$ cat config.mk
export PLATFORM = sky130hd
export DESIGN_NAME = sgd_fetch_engine
export DESIGN_NICKNAME = d
export VERILOG_FILES = /design/src/rtl/sgd_pkg.sv /design/src/rtl/sgd_pend_fifo.sv /design/src/rtl/sgd_walker.sv /design/src/rtl/sgd_writeback.sv /design/src/rtl/sgd_fetch_engine.sv
export SDC_FILE = /design/constraint.sdc
export NUM_CORES = 1
export LEC_CHECK = 0
export ABC_AREA = 1
export BUFFER_PORTS_ARGS = -buffer_cell sky130_fd_sc_hd__buf_4
export CORE_UTILIZATION = 51
export CTS_CLUSTER_DIAMETER = 100
export CTS_CLUSTER_SIZE = 40
export DETAILED_ROUTE_END_ITERATION = 6
export GPL_ROUTABILITY_DRIVEN = 0
export HOLD_SLACK_MARGIN = 0.06
export PLACE_DENSITY = 0.8
export SYNTH_ARGS = -nofsm -noshare
export SYNTH_HDL_FRONTEND = slang
export SYNTH_HIERARCHICAL = 1
export SYNTH_SLANG_ARGS = --single-unit
$ cat constraint.sdc
create_clock -name clk -period 3.2 [get_ports clk]
set_input_delay 0.32 -clock clk [delete_from_list [all_inputs] [get_ports clk]]
set_output_delay 0.32 -clock clk [all_outputs]
set_load 0.005 [all_outputs]
$ cat src/rtl/sgd_pkg.sv
package sgd_pkg;
  localparam int WORD_W = 32;
  localparam int LEN_W  = 16;
  localparam int ERR_W  = 8;
  localparam int TOK_W  = LEN_W + ERR_W;

  // Word offsets inside one descriptor
  localparam logic [2:0] OFS_SRC  = 3'd0;
  localparam logic [2:0] OFS_DST  = 3'd1;
  localparam logic [2:0] OFS_CTL  = 3'd2;
  localparam logic [2:0] OFS_NXT  = 3'd3;
  localparam logic [2:0] OFS_RSTS = 3'd4;
  localparam logic [2:0] OFS_WSTS = 3'd5;

  // Control word bit positions
  localparam int BIT_INC_RD = 24;
  localparam int BIT_INC_WR = 25;
  localparam int BIT_FRAME  = 26;
  localparam int BIT_OWN    = 31;

  typedef enum logic [2:0] {
    F_IDLE, F_CTL, F_SRC, F_DST, F_NXT, F_PUSH
  } fetch_st_e;

  typedef enum logic [2:0] {
    W_IDLE, W_RTOK, W_RPUT, W_WTOK, W_WPUT
  } wb_st_e;

  function automatic logic [WORD_W-1:0] sts_word(input logic [TOK_W-1:0] tok);
    return {1'b1, 7'b0, tok[TOK_W-1:LEN_W], tok[LEN_W-1:0]};
  endfunction
endpackage

$ cat src/rtl/sgd_pend_fifo.sv
module sgd_pend_fifo #(
  parameter int W     = 16,
  parameter int DEPTH = 4,
  localparam int PW   = (DEPTH > 1) ? $clog2(DEPTH) : 1
) (
  input  logic         clk,
  input  logic         rst_n,
  input  logic         push,
  input  logic [W-1:0] push_data,
  input  logic         pop,
  output logic [W-1:0] head,
  output logic         full,
  output logic         empty
);
  logic [W-1:0]  slot_q [DEPTH];
  logic [PW-1:0] wp_q, wp_d, rp_q, rp_d;
  logic [PW:0]   cnt_q, cnt_d;

  function automatic logic [PW-1:0] bump(input logic [PW-1:0] p);
    return (p == PW'(DEPTH - 1)) ? '0 : p + 1'b1;
  endfunction

  generate
    for (genvar g = 0; g < DEPTH; g++) begin : g_slot
      always_ff @(posedge clk) begin
        if (push && (wp_q == PW'(g))) slot_q[g] <= push_data;
      end
    end
  endgenerate

  always_comb begin
    wp_d  = push ? bump(wp_q) : wp_q;
    rp_d  = pop  ? bump(rp_q) : rp_q;
    cnt_d = cnt_q;
    if (push && !pop) cnt_d = cnt_q + 1'b1;
    else if (pop && !push) cnt_d = cnt_q - 1'b1;
  end

  always_ff @(posedge clk or negedge rst_n) begin
    if (!rst_n) begin
      wp_q  <= '0;
      rp_q  <= '0;
      cnt_q <= '0;
    end else begin
      wp_q  <= wp_d;
      rp_q  <= rp_d;
      cnt_q <= cnt_d;
    end
  end

  assign head  = slot_q[rp_q];
  assign full  = (cnt_q == (PW+1)'(DEPTH));
  assign empty = (cnt_q == '0);

  p_no_overflow_r9: assert property (@(posedge clk) disable iff (!rst_n)
    push |-> !full);
  p_no_underflow_r7: assert property (@(posedge clk) disable iff (!rst_n)
    pop |-> !empty);
endmodule

$ cat src/rtl/sgd_walker.sv
module sgd_walker import sgd_pkg::*; #(
  parameter int AW     = 16,
  localparam int CMD_W = 2*AW + LEN_W + 3
) (
  input  logic              clk,
  input  logic              rst_n,
  input  logic              go,
  input  logic [AW-1:0]     go_addr,
  output logic              walking,
  output logic              mem_rd_req,
  output logic [AW-1:0]     mem_rd_addr,
  input  logic [WORD_W-1:0] mem_rd_data,
  input  logic              mem_rd_ack,
  output logic              cmd_push,
  output logic [CMD_W-1:0]  cmd_data,
  input  logic              rd_cmd_full,
  input  logic              wr_cmd_full,
  input  logic              pend_full,
  output logic [AW-1:0]     pend_addr
);
  fetch_st_e        st_q, st_d;
  logic [AW-1:0]    cur_q, cur_d;
  logic             cur_en;
  logic [AW-1:0]    src_q, dst_q, nxt_q;
  logic [LEN_W-1:0] len_q;
  logic             inc_rd_q, inc_wr_q, frame_q;
  logic             cap_ctl, cap_src, cap_dst, cap_nxt, fire;
  logic [2:0]       ofs;

  always_comb begin
    st_d    = st_q;
    cur_d   = cur_q;
    cur_en  = 1'b0;
    cap_ctl = 1'b0;
    cap_src = 1'b0;
    cap_dst = 1'b0;
    cap_nxt = 1'b0;
    fire    = 1'b0;
    unique case (st_q)
      F_IDLE: if (go) begin
        st_d   = F_CTL;
        cur_d  = go_addr;
        cur_en = 1'b1;
      end
      F_CTL: if (mem_rd_ack) begin
        if (mem_rd_data[BIT_OWN]) begin
          cap_ctl = 1'b1;
          st_d    = F_SRC;
        end else begin
          st_d = F_IDLE;
        end
      end
      F_SRC: if (mem_rd_ack) begin
        cap_src = 1'b1;
        st_d    = F_DST;
      end
      F_DST: if (mem_rd_ack) begin
        cap_dst = 1'b1;
        st_d    = F_NXT;
      end
      F_NXT: if (mem_rd_ack) begin
        cap_nxt = 1'b1;
        st_d    = F_PUSH;
      end
      F_PUSH: if (!rd_cmd_full && !wr_cmd_full && !pend_full) begin
        fire   = 1'b1;
        cur_d  = nxt_q;
        cur_en = 1'b1;
        st_d   = F_CTL;
      end
      default: st_d = F_IDLE;
    endcase
  end

  always_comb begin
    unique case (st_q)
      F_SRC:   ofs = OFS_SRC;
      F_DST:   ofs = OFS_DST;
      F_NXT:   ofs = OFS_NXT;
      default: ofs = OFS_CTL;
    endcase
  end

  always_ff @(posedge clk or negedge rst_n) begin
    if (!rst_n) st_q <= F_IDLE;
    else        st_q <= st_d;
  end

  always_ff @(posedge clk) begin
    if (cur_en)  cur_q <= cur_d;
    if (cap_src) src_q <= mem_rd_data[AW-1:0];
    if (cap_dst) dst_q <= mem_rd_data[AW-1:0];
    if (cap_nxt) nxt_q <= mem_rd_data[AW-1:0];
    if (cap_ctl) begin
      len_q    <= mem_rd_data[LEN_W-1:0];
      inc_rd_q <= mem_rd_data[BIT_INC_RD];
      inc_wr_q <= mem_rd_data[BIT_INC_WR];
      frame_q  <= mem_rd_data[BIT_FRAME];
    end
  end

  assign walking     = (st_q != F_IDLE);
  assign mem_rd_req  = (st_q == F_CTL) || (st_q == F_SRC) ||
                       (st_q == F_DST) || (st_q == F_NXT);
  assign mem_rd_addr = cur_q + {{(AW-3){1'b0}}, ofs};
  assign cmd_push    = fire;
  assign cmd_data    = {frame_q, inc_wr_q, inc_rd_q, len_q, dst_q, src_q};
  assign pend_addr   = cur_q;

  p_rd_hold_r2: assert property (@(posedge clk) disable iff (!rst_n)
    mem_rd_req && !mem_rd_ack |=> mem_rd_req && $stable(mem_rd_addr));
  p_push_gate_r5: assert property (@(posedge clk) disable iff (!rst_n)
    cmd_push |-> !rd_cmd_full && !wr_cmd_full);
  p_stop_quiet_r4: assert property (@(posedge clk) disable iff (!rst_n)
    (st_q == F_CTL) && mem_rd_ack && !mem_rd_data[BIT_OWN] |=> !cmd_push && !mem_rd_req);
endmodule

$ cat src/rtl/sgd_writeback.sv
module sgd_writeback import sgd_pkg::*; #(
  parameter int AW = 16
) (
  input  logic              clk,
  input  logic              rst_n,
  input  logic              pend_empty,
  input  logic [AW-1:0]     pend_head,
  output logic              pend_pop,
  input  logic              rd_sts_valid,
  input  logic [TOK_W-1:0]  rd_sts_data,
  output logic              rd_sts_ready,
  input  logic              wr_sts_valid,
  input  logic [TOK_W-1:0]  wr_sts_data,
  output logic              wr_sts_ready,
  output logic              mem_wr_req,
  output logic [AW-1:0]     mem_wr_addr,
  output logic [WORD_W-1:0] mem_wr_data,
  input  logic              mem_wr_ack,
  output logic              active
);
  wb_st_e           st_q, st_d;
  logic [TOK_W-1:0] tok_q, tok_d;
  logic             tok_en;

  always_comb begin
    st_d     = st_q;
    tok_d    = tok_q;
    tok_en   = 1'b0;
    pend_pop = 1'b0;
    unique case (st_q)
      W_IDLE: if (!pend_empty) st_d = W_RTOK;
      W_RTOK: if (rd_sts_valid) begin
        tok_d  = rd_sts_data;
        tok_en = 1'b1;
        st_d   = W_RPUT;
      end
      W_RPUT: if (mem_wr_ack) st_d = W_WTOK;
      W_WTOK: if (wr_sts_valid) begin
        tok_d  = wr_sts_data;
        tok_en = 1'b1;
        st_d   = W_WPUT;
      end
      W_WPUT: if (mem_wr_ack) begin
        pend_pop = 1'b1;
        st_d     = W_IDLE;
      end
      default: st_d = W_IDLE;
    endcase
  end

  always_ff @(posedge clk or negedge rst_n) begin
    if (!rst_n) st_q <= W_IDLE;
    else        st_q <= st_d;
  end

  always_ff @(posedge clk) begin
    if (tok_en) tok_q <= tok_d;
  end

  assign rd_sts_ready = (st_q == W_RTOK);
  assign wr_sts_ready = (st_q == W_WTOK);
  assign mem_wr_req   = (st_q == W_RPUT) || (st_q == W_WPUT);
  assign mem_wr_addr  = pend_head +
                        {{(AW-3){1'b0}}, (st_q == W_WPUT) ? OFS_WSTS : OFS_RSTS};
  assign mem_wr_data  = sts_word(tok_q);
  assign active       = (st_q != W_IDLE);

  p_wr_hold_r6: assert property (@(posedge clk) disable iff (!rst_n)
    mem_wr_req && !mem_wr_ack |=> mem_wr_req && $stable(mem_wr_addr) && $stable(mem_wr_data));
  p_one_at_a_time_r7: assert property (@(posedge clk) disable iff (!rst_n)
    $onehot0({rd_sts_ready, wr_sts_ready, mem_wr_req}));
  p_write_has_owner_r7: assert property (@(posedge clk) disable iff (!rst_n)
    mem_wr_req |-> !pend_empty);
endmodule

$ cat src/rtl/sgd_fetch_engine.sv
module sgd_fetch_engine import sgd_pkg::*; #(
  parameter int AW         = 16,
  parameter int PEND_DEPTH = 4,
  localparam int CMD_W     = 2*AW + LEN_W + 3
) (
  input  logic              clk,
  input  logic              rst_n,
  input  logic              start,
  input  logic [AW-1:0]     start_addr,
  output logic              busy,
  output logic              mem_rd_req,
  output logic [AW-1:0]     mem_rd_addr,
  input  logic [WORD_W-1:0] mem_rd_data,
  input  logic              mem_rd_ack,
  output logic              mem_wr_req,
  output logic [AW-1:0]     mem_wr_addr,
  output logic [WORD_W-1:0] mem_wr_data,
  input  logic              mem_wr_ack,
  output logic              rd_cmd_push,
  output logic [CMD_W-1:0]  rd_cmd_data,
  input  logic              rd_cmd_full,
  output logic              wr_cmd_push,
  output logic [CMD_W-1:0]  wr_cmd_data,
  input  logic              wr_cmd_full,
  input  logic              rd_sts_valid,
  input  logic [TOK_W-1:0]  rd_sts_data,
  output logic              rd_sts_ready,
  input  logic              wr_sts_valid,
  input  logic [TOK_W-1:0]  wr_sts_data,
  output logic              wr_sts_ready
);
  logic             go, walking, cmd_push, wb_active;
  logic [CMD_W-1:0] cmd_data;
  logic             pend_full, pend_empty, pend_pop;
  logic [AW-1:0]    pend_addr, pend_head;

  assign busy = walking || !pend_empty || wb_active;
  assign go   = start && !busy;

  sgd_walker #(.AW(AW)) u_walk (
    .clk(clk), .rst_n(rst_n), .go(go), .go_addr(start_addr), .walking(walking),
    .mem_rd_req(mem_rd_req), .mem_rd_addr(mem_rd_addr), .mem_rd_data(mem_rd_data),
    .mem_rd_ack(mem_rd_ack), .cmd_push(cmd_push), .cmd_data(cmd_data),
    .rd_cmd_full(rd_cmd_full), .wr_cmd_full(wr_cmd_full),
    .pend_full(pend_full), .pend_addr(pend_addr)
  );

  sgd_pend_fifo #(.W(AW), .DEPTH(PEND_DEPTH)) u_pend (
    .clk(clk), .rst_n(rst_n), .push(cmd_push), .push_data(pend_addr),
    .pop(pend_pop), .head(pend_head), .full(pend_full), .empty(pend_empty)
  );

  sgd_writeback #(.AW(AW)) u_wb (
    .clk(clk), .rst_n(rst_n), .pend_empty(pend_empty), .pend_head(pend_head),
    .pend_pop(pend_pop), .rd_sts_valid(rd_sts_valid), .rd_sts_data(rd_sts_data),
    .rd_sts_ready(rd_sts_ready), .wr_sts_valid(wr_sts_valid),
    .wr_sts_data(wr_sts_data), .wr_sts_ready(wr_sts_ready),
    .mem_wr_req(mem_wr_req), .mem_wr_addr(mem_wr_addr), .mem_wr_data(mem_wr_data),
    .mem_wr_ack(mem_wr_ack), .active(wb_active)
  );

  assign rd_cmd_push = cmd_push;
  assign wr_cmd_push = cmd_push;
  assign rd_cmd_data = cmd_data;
  assign wr_cmd_data = cmd_data;

  p_activity_in_busy_r1: assert property (@(posedge clk) disable iff (!rst_n)
    (mem_rd_req || mem_wr_req || rd_cmd_push) |-> busy);
  p_start_begins_r1: assert property (@(posedge clk) disable iff (!rst_n)
    start && !busy |=> busy && mem_rd_req);
endmodule

==> results list <==
* CTS sink count: 184
- Minimum clock period after layout: 2906 ps
* Finished Core Util: 67.10%
- For the pin with the worst max-slew slack, the measured transition is 726.5 ps.
* Detailed-route vias per instance: 4.789
- The run finished with clean final reports.
- Floorplan die height: 131.1 um
- Period utilization: 90.82%
- Power Dens Cells: 728.6 nW/um^2
* Antenna diode count: 0
- Global-route congestion overflow total: 0
* Count of antenna-violating nets left after detailed routing: 0
- Worst max-slew margin expressed relative to the limit: 51.52%
* Standard cell core area: 16060 um^2
- IO Port Bufs: 257
- Final-report hold violation count: 0
- TritonCTS built the clock tree.
- Largest voltage drop on the vdd net: 462.6 uV
- The first global-routing pass estimated 27.95 mm of wire.
* Skew-Pair Late Insertion Delay: 420 ps
- Post-synthesis cell area: 8498 um^2
- Number of H-tree branching levels: 4
* Layout Skew: 13.62 ps
* Total GRT Usage: 22.05%
- Classification of the worst-slack hold path: in -> reg
* Die Area: 17180 um^2
- Derived from the worst setup path, the maximum achievable clock frequency is 0.3441 GHz.
- 278 I/O pins were placed.
- Data on the critical path arrives at its endpoint at 2590 ps.
- In this run, synthesis produced a sequential element count of 184.
- The die is 131.1 um wide.
- No sink is reached through more buffers than the 2 on the longest clock path.
* Worst hold-check slack: 101.3 ps
* Sequential cell area: 5460 um^2
- The area growth from synthesis to layout is 26.80%.
- Total iterations of the first detailed-routing run: 4
- CP Data Required Time: 2880 ps
- WL/cell: 15.74 um
- Number of gates resized after CTS: 0
* Filler instances: 1178
* Number of violations of the max-capacitance limit: 0
- In the routed design, unresolved DRC markers number 0.
* Number of post-CTS setup repair buffers: 0
* Largest net degree at the start of global routing: 34
- Vias in the first global route: 5660
* Worst path setup slack after routing: 293.8 ps
- In this run the most critical hold path is launched from mem_rd_data[3].
- In the final layout, the multi-input gates occupy 2122 um^2.
- Number of buffers added to fix hold violations after cts: 4
- Row generation in the floorplan step produced 46 rows.
- Number of CTS-inserted buffers: 17
- At the end of the flow, the number of nets in the layout was 1087.
- Number of warning messages in the yosys log: 6
- Starting utilization of the core area: 52.92%
* Total negative slack: 0 ps
- Detailed placer's ending HPWL: 13.92 mm
* Cell leakage power: 0.004803 uW
- Crit path launch type: register
* Buffer type at the clock tree root: clkbuf_16
- Along the worst path, the maximum fanout reaches 6.
* Initial antenna violation count: 0
- Synthesis handed over a netlist of 754 instances.
- After clock tree synthesis, the clock-pin slew on the worst setup and hold paths is 70 ps.
- The critical path is of the reg -> out type.
* Worst Setup End Kind: primary output
- In this run, distinct cell masters in the synthesized netlist total 34.
- In this run the worst setup path begins at u_walk/st_q[0].
* Total routed wirelength: 18.87 mm
* Share of cells above drive strength 1: 33.88%
* Sequential element share of the synthesized area: 64.25%
* Average size of a mapped cell: 11.27 um^2
* Pre-CTS setup slack: 814.6 ps
- Beginning of the worst register-to-register path: u_walk/st_q[1]
- The detailed router finished its first iteration with 315 violations.
- Setup repair after global routing left no endpoint under its margin.
- Setup-failing EPs final: 0
- Max Transition Viols Final: 0
- Total number of vias: 5742
[critical path: stages, from the launching register on]
cell and delay, ps:
dfrtp_1 440, inv_2 140, nand3_1 140, nand2_1 150
ha_1 200, fa_1 220, nand3_1 170, nor2_4 230
nand3_2 120, nor2_1 110, nand2_1 60, nand2_1 60
buf_4 100
[path summary, 6_finish.rpt]
check,depth (start not counted),slack (ps),to
setup reg to reg,12,1010,u_pend/cnt_q[2]
setup / recovery,12,290,mem_rd_addr[12]
min in group asynchronous,2,280,u_walk/st_q[0]
hold reg to reg,2,520,u_pend/cnt_q[2]
hold / removal,1,100,u_walk/src_q[3]
max in group asynchronous,2,2750,u_pend/wp_q[1]
[where the power goes]
part	switching [uW]	total [uW]	internal, uW
logic	1570	2710	1130
clock network	943	1970	1030
registers	181	3170	2990
total	2700	7850	5150
[cell families after synthesis]
kind of cell             count (synthesis)  synth area share (%)
adder cells (fa/ha/maj)                 12                 1.943
buffers and inverters                  163                 11.07
flip-flops                             184                 64.25
AND/OR/NAND/NOR                        326                 16.68
AO/OA/AOI/OAI                           46                 3.710
XOR/XNOR                                21                 2.253
other                                    2               0.08837
[per-layer routing]
metal | vias up | share of wire (%) | GRT usage, %
met5 | - | 0 | 0
li1 | 2864 | - | -
met4 | 0 | 2.0 | 9.872
met2 | 223 | 53 | 38.50
met1 | 2631 | 36 | 24.57
met3 | 24 | 9.1 | 7.224
[layout by cell type, fill, tap and decap left out, types with 13 or more instances in the layout]
| master | synthesis | final |
|---|---|---|
| buf_4 | 67 | 267 |
| clkbuf_16 | 0 | 17 |
| dfrtp_1 | 13 | 13 |
| edfxtp_1 | 171 | 171 |
| inv_1 | 74 | 74 |
| nand2_1 | 244 | 244 |
| nand3_1 | 19 | 19 |
| nor2_1 | 24 | 23 |
| o211ai_1 | 32 | 32 |
[state kept, by name, summed over array words and instances (netlist names)]
| name | flops |
|---|---|
| u_wb/tok_q | 24 |
| u_pend/cnt_q | 3 |
| u_walk/pend_addr | 16 |
| u_walk/nxt_q | 16 |
| u_walk/dst_q | 16 |
| u_walk/src_q | 16 |
| u_walk/len_q | 16 |
| u_walk/inc_wr_q | 1 |
| u_walk/inc_rd_q | 1 |
| u_walk/st_q | 3 |
| u_pend/rp_q | 2 |
| u_pend/slot_q | 64 |
| u_walk/frame_q | 1 |
| u_pend/wp_q | 2 |
| u_wb/st_q | 3 |
[synthesized netlist by cell type (all sizes together)]
cell type	instances	area (um^2)
nand2	250	963.4
edfxtp	171	5135
inv	83	316.6
buf	80	624.4
nor2	34	181.4
o211ai	32	240.2
nand3	24	152.7
dfrtp	13	325.3
xor2	12	112.6
nand4	11	68.82
ha	10	125.1
o21ai	10	50.04
xnor2	9	78.83
nor3	7	51.30
a21oi	2	10.01
conb	2	7.510
fa	2	40.04
a21o	1	8.760
o22ai	1	6.260
[cell type report]
class                      count  area share [%]
clock buffer                  17           3.948
tap                          216           2.508
multi-input combinational    413           19.69
inverter                      83           2.938
timing repair buffer         271           18.97
sequential                   184           50.67
clock inverter                15           1.266
[through the flow]
step                cells  power, uW  cell area (um^2)
global route         1199       8338             10780
CTS                  1199       7919             10780
finish               1199       7851             10780
global placement     1163       5855             10170
detailed placement   1163       5931             10170
floorplan             760       4925              8521
Note: power is estimated with default switching activity, not from simulation.
